$ cat src/rtl/page_read_splitter.sv
module page_read_splitter #(
  parameter int ADDR_W = 32,
  parameter logic [ADDR_W-1:0] BASE_ADDR = 'h0800_0000,
  parameter int PAGE_W = 10,
  parameter int REQ_W = 16,
  parameter int SEG_LOG = 8,
  parameter int PAGE_LOG = 7,
  parameter int DUMMY_BYTES = 4,
  localparam int LEN_W = SEG_LOG + PAGE_LOG + 1
) (
  input  logic              clk,
  input  logic              rst_n,
  input  logic              start,
  input  logic [REQ_W-1:0]  start_page,
  input  logic [REQ_W-1:0]  end_page,
  input  logic              legacy,
  input  logic              rd_mode_enter,
  output logic              desc_valid,
  input  logic              desc_ready,
  output logic [ADDR_W-1:0] desc_addr,
  output logic [LEN_W-1:0]  desc_len,
  output logic              desc_dummy,
  output logic              busy,
  output logic              done,
  output logic              err
);

  typedef enum logic [1:0] {S_IDLE, S_DUMMY, S_BURST} state_t;

  state_t             st_q;
  logic [PAGE_W-1:0]  cur_q, last_q;
  logic               leg_q, arm_q, done_q, err_q;

  logic               bad, accept, last_seg;
  logic [PAGE_W-1:0]  seg_end, stop;
  logic [SEG_LOG:0]   cnt;
  logic [ADDR_W-1:0]  page_off;

  assign bad      = (end_page < start_page) || (end_page[REQ_W-1:PAGE_W] != '0);
  assign accept   = desc_valid && desc_ready;
  assign seg_end  = cur_q | PAGE_W'((1 << SEG_LOG) - 1);
  assign last_seg = seg_end >= last_q;
  assign stop     = last_seg ? last_q : seg_end;
  assign cnt      = (SEG_LOG+1)'(stop - cur_q) + (SEG_LOG+1)'(1);
  assign page_off = leg_q ? (ADDR_W'(cur_q) << (PAGE_LOG - 1))
                          : (ADDR_W'(cur_q) << PAGE_LOG);

  assign desc_valid = st_q != S_IDLE;
  assign busy       = st_q != S_IDLE;
  assign desc_dummy = st_q == S_DUMMY;
  assign desc_addr  = desc_dummy ? BASE_ADDR : BASE_ADDR + page_off;
  assign desc_len   = desc_dummy ? LEN_W'(DUMMY_BYTES) : LEN_W'(cnt) << PAGE_LOG;
  assign done       = done_q;
  assign err        = err_q;

  always_ff @(posedge clk) begin
    if (!rst_n) begin
      st_q   <= S_IDLE;
      cur_q  <= '0;
      last_q <= '0;
      leg_q  <= 1'b0;
      arm_q  <= 1'b1;
      done_q <= 1'b0;
      err_q  <= 1'b0;
    end else begin
      done_q <= 1'b0;
      err_q  <= 1'b0;
      if (st_q == S_DUMMY && accept) arm_q <= 1'b0;
      if (rd_mode_enter) arm_q <= 1'b1;
      case (st_q)
        S_IDLE:
          if (start) begin
            if (bad) begin
              err_q <= 1'b1;
            end else begin
              cur_q  <= start_page[PAGE_W-1:0];
              last_q <= end_page[PAGE_W-1:0];
              leg_q  <= legacy;
              st_q   <= arm_q ? S_DUMMY : S_BURST;
            end
          end
        S_DUMMY:
          if (accept) st_q <= S_BURST;
        S_BURST:
          if (accept) begin
            if (last_seg) begin
              st_q   <= S_IDLE;
              done_q <= 1'b1;
            end else begin
              cur_q <= seg_end + PAGE_W'(1);
            end
          end
        default: st_q <= S_IDLE;
      endcase
    end
  end

endmodule


$ cat config.mk
export PLATFORM = sky130hd
export DESIGN_NAME = page_read_splitter
export DESIGN_NICKNAME = d
export VERILOG_FILES = /design/src/rtl/page_read_splitter.sv
export SDC_FILE = /design/constraint.sdc
export NUM_CORES = 1
export LEC_CHECK = 0
export BUFFER_PORTS_ARGS = -buffer_cell sky130_fd_sc_hd__buf_4
export CAP_MARGIN = 20
export CORE_MARGIN = 2
export CORE_UTILIZATION = 31
export CTS_BUF_LIST = sky130_fd_sc_hd__clkbuf_16
export CTS_CLUSTER_DIAMETER = 50
export CTS_CLUSTER_SIZE = 12
export DETAILED_ROUTE_END_ITERATION = 7
export GPL_ROUTABILITY_DRIVEN = 0
export GPL_TIMING_DRIVEN = 0
export SLEW_MARGIN = 25
export SYNTH_ARGS = -nofsm -noshare
export SYNTH_HDL_FRONTEND = slang
export SYNTH_SLANG_ARGS = --single-unit
$ cat constraint.sdc
create_clock -name clk -period 4.8 [get_ports clk]
set_input_delay 0.96 -clock clk [delete_from_list [all_inputs] [get_ports clk]]
set_output_delay 0.96 -clock clk [all_outputs]
set_load 0.005 [all_outputs]
; ---- Word-level counts from Yosys, hierarchy flattened
; Cells that the tools add are included.
[classes]
n_mux = 18
addsub = 4
eq_ne = 8
order_cmp = 2
n_reduce_logical = 13
bitwise_logic = 2
[op_table]
columns = operator, n
row1 = 10-bit two-way mux, 4
row2 = 28-bit by 17-bit adder with 29-bit output (first input constant), 1
row3 = 29-bit two-way mux, 1
row4 = 10-bit case mux with 2 select lines, 1
row5 = 17-bit two-way mux, 1
row6 = 16-bit less-than comparator, 1
row7 = 16-bit two-way mux, 1
row8 = 2-bit two-way mux, 6
row9 = 10-bit by 1-bit adder with 10-bit output (second input constant), 1
row10 = 10-bit greater-or-equal comparator, 1
row11 = 2-bit != test (second input constant), 5
row12 = 5-bit AND reduction, 2
row13 = 9-bit by 1-bit adder with 9-bit output (second input constant), 1
row14 = 9-bit two-way mux, 1
row15 = 3-bit AND reduction, 3
row16 = 9-bit subtractor, 1
row17 = 2-bit case mux with 3 select lines, 1
row18 = 6-bit nonzero test, 1
row19 = 2-bit nonzero test, 2
row20 = 2-bit by 1-bit equality test with 1-bit output (second input constant), 1
row21 = 2-bit equality test (second input constant), 1
row22 = 1-bit logical AND, 2
row23 = 2-bit logical NOT, 1
row24 = 1-bit two-way mux, 2
row25 = 4 further kinds, 5
[word_totals]
inputBits = 38
reg_bits = 26
out_inout_bits = 53

; ---- Depth between registers and ports, before layout
[logic_depth]
depth_word = 5
ltp_mapped = 15
ltp_nobuf = 15

; ---- Worst setup path before layout
; OpenSTA, ideal clock, no wires.
[synth_timing]
path_kind = register -> output
start = register cur_q[8]
end = output desc_len[14]
stages_incl_launch_ff = 15
t_arrival_ps = 2816
required_ps = 3840
slack_ps = 1024
cell_sequence = dfxtp_1 > inv_1 > ha_1 > nand2_1 > nor3_1 > nor2_1 > or2_2 > ha_1 > ha_1 > a21o_1 > a21oi_1 > o21bai_1 > a21oi_1 > xor2_1 > nor2_1
[synth_via]
elab_chain_len = 5
[synth_rtl]
columns = item, line_no
row1 = start: declaration, 31  ; logic [PAGE_W-1:0] cur_q, last_q;
row2 = start signal: assignment, 76  ; cur_q <= start_page[PAGE_W-1:0];
row3 = start signal: assignment, 90  ; cur_q <= seg_end + PAGE_W'(1);
row4 = 10-bit greater-or-equal comparator, 42  ; assign last_seg = seg_end >= last_q;
row5 = 9-bit two-way mux, 43  ; assign stop = last_seg ? last_q : seg_end;
row6 = 9-bit subtractor, 44  ; assign cnt = (SEG_LOG+1)'(stop - cur_q) + (SEG_LOG+1)'(1);
row7 = 9-bit by 1-bit adder with 9-bit output, 44
row8 = 16-bit two-way mux, 52  ; assign desc_len = desc_dummy ? LEN_W'(DUMMY_BYTES) : LEN_W'(cnt) << PAGE_LOG;
row9 = end: declaration, 21  ; output logic [LEN_W-1:0] desc_len,
; Every way passes these cells.

; ---- Final worst setup path
; Same ends and word-level chain as after synthesis.

==> results.yml <==
outcome:
  outcome: "finished clean"
route:
  drc: 0
  viasPerCell: 4.51
  routedWlPerCell_um: 12.5
  num_vias: 2276
  drtIter0Drc: 98
  ant_nets: 0
  routed_wirelength_um: 6310
  firstDrtPassIters: 4
yosys:
  yosys_warnings: 0
  async_flop_share: 0
  synth_edf_count: 0
  syn_inst: 312
  ys_seq_elements: 26
  syn-cell-area_um2: 2510
  syn-mean-instance-area_um2: 8.05
  yosysUniqueCellTypes: 48
  synth_top_area_share: 0.207
  ys_top_cells_by_area: "dfxtp_1 21%, ha_1 16%, buf_4 8.7%, mux2i_1 8.4%, nand2_1 4.8%"
  ys.flop_type: "dfxtp_1"
  synth-seq-area-share: 0.207
  synth_top_area_cell: "dfxtp_1"
setup_path:
  cp-end-kind: "primary output"
  required_ns: 3.84
  arrival_ns: 3.55
  cp_top_family: "adder cells"
  critPathSlowestCell: "dfxtp_1"
  cpMostUsedCell: "ha_1"
  slowest_delay_ns: 0.47
  critPathBufInv: 2
  cp_max_fo: 6
  path_class: "flop to primary output"
  startpoint_type: "flop"
  cp_cell_sequence: "inv_1 -> ha_1 -> nand2_1 -> nor3_2 -> nor2_1 -> or2_2 -> ha_1 -> ha_1 -> a21o_1 -> a21oi_1 -> o21bai_1 -> a21oi_1 -> xor2_1 -> nor2_1 -> buf_4"
sta:
  finalClockSkew_ns: 0.00167
  max_freq_mhz: 222
  worst_pin_slew_ns: 0.604
  setup_violations: 0
  fin_tns_setup_ns: 0
  rsz0062_at_grt: "false"
  max-slew-margin-rel: 0.597
  fin_crit_sh: 0.940
  holdWs_ns: 0.472
  fin_crit_ns: 4.51
  slew_viol_final: 0
  hold_viol: 0
place:
  port_buffers: 63
  postPlaceCellArea_um2: 3210
  dp_hpwl_um: 5460
  dpl.cell_count: 502
layout:
  diodes: 0
  area_growth_pct: 30.8
  nets: 476
  final_common_cell: "buf_4"
  register_area_um2: 520
  fillers: 813
  fin_area_um2: 3290
  layout_common_cells: "92 x buf_4, 32 x nand2_1, 32 x ha_1"
  final_util: 0.421
  drive_gt1_frac: 0.290
  multi_input_area_um2: 1680
  layout.cells.non_filler: 505
clock_network:
  clkTransAtPathRegs_ns: 0.06
  cts_sinks: 26
  cts_root_buffer: "clkbuf_16"
  cts_tree: "built"
  clock_path_buffers: 2
  cts_hold_buf: 0
  worstSkewPairLatency_ns: 0.26
  cts_buffers: 3
  cts_max_level: 1
  post-cts-setup-buffers: 0
pwr:
  powerDensity_nw_per_um2: 161
  power.leakage_nw: 1.61
  ir_drop_mv: 0.147
grt:
  grt-ovfl-total: 0
  antenna_found_initial: 0
  grt_max_degree: 14
  grt_usage: 0.142
  grt_pass1_vias: 2105
  grt_pass1_wl_um: 9960
die:
  rows: 32
  initial_core_util: 0.322
  die_h_um: 94.0
  core_um2: 7810
  dieArea_um2: 8840
  fp.dieW_um: 94.0
  io-pin-count: 91
worst_hold_path:
  hp-class: "flop to flop"
run:
  cap_violations: 0
[path summary, 6_finish.rpt]
| check | from | cells past startpoint | slack (ns) | to |
|---|---|---|---|---|
| setup reg to reg | st_q[1]$_SDFFE_PN0P_ | 5 | 2.74 | cur_q[7]$_SDFFE_PN0P_ |
| hold reg to reg | last_q[2]$_SDFFE_PN0P_ | 2 | 0.47 | last_q[2]$_SDFFE_PN0P_ |
| setup / recovery | cur_q[8]$_SDFFE_PN0P_ | 15 | 0.29 | desc_len[14] |
| hold / removal | last_q[2]$_SDFFE_PN0P_ | 2 | 0.47 | last_q[2]$_SDFFE_PN0P_ |
[worst min-delay path: cells and delay by family, from the launching register on]
kind,cells,cell delay [ns]
flops,1,0.32
simple gates,1,0.05
mux,1,0.05
[layer usage]
metal | vias to the layer above | global-route usage | part of all wire
met4 | 0 | 0.0266 | 0.0057
met3 | 5 | 0.0201 | 0.054
met5 | - | 0 | 0
li1 | 1202 | - | -
met2 | 66 | 0.248 | 0.46
met1 | 1003 | 0.186 | 0.48
[Yosys cell counts, drive strengths merged (2+ instances only)]
cell type   n
or4         7
nand2      32
inv        31
a21oi      16
a2111oi     3
mux2i      21
nor4        2
conb        2
xor2        4
buf        33
a211oi      2
nand4       5
xnor2       4
o311ai      2
nand2b      6
o41ai       2
nor2b       5
nor3        4
dfxtp      26
o21a        3
o21ai      11
nor2       30
ha         32
nor3b       2
a21o        4
or2         3
nand3       2
a211o       3
clkbuf      5
[area by class of cell]
type,count,area share
buffer,39,0.0879
timing repair buffer,63,0.144
tap,102,0.0388
sequential,26,0.158
clock buffer,3,0.0228
inverter,32,0.0365
multi-input combinational,240,0.512
[metrics by stage]
stage / setup WS, ns / power [mW]
floorplan: 1.02 / 0.301
global placement: 0.480 / 0.349
detailed placement: 0.461 / 0.351
CTS: 0.169 / 0.531
global route: 0.0158 / 0.554
finish: 0.288 / 0.528
[repair_timing]
item | CTS | global route
endpoints found under the hold margin | 0 | 0
resized for setup | 0 | 1
endpoints found under the setup margin | 0 | 2
[report_power, final]
group | switching [mW] | leakage, nW | total (mW) | internal (mW)
Clock | 0.0714 | 0.0370 | 0.182 | 0.110
Sequential | 0.000618 | 0.210 | 0.217 | 0.217
Combinational | 0.0607 | 1.36 | 0.129 | 0.0686
[flip-flops by register name, summed over array words and instances, names as in the netlist]
register	count
leg_q	1
st_q	2
cur_q	10
done	1
err	1
arm_q	1
last_q	10
[cell families after synthesis]
logic type                 synth area share
other                               0.00299
DFF                                   0.207
AOI/OAI and AO/OA                     0.152
muxes                                0.0837
xor gates and xnor gates             0.0279
adders and majority gates             0.167
buffers and inverters                 0.163
and+or+nand+nor                       0.196
No activity file was read; power rests on OpenSTA's default activity.
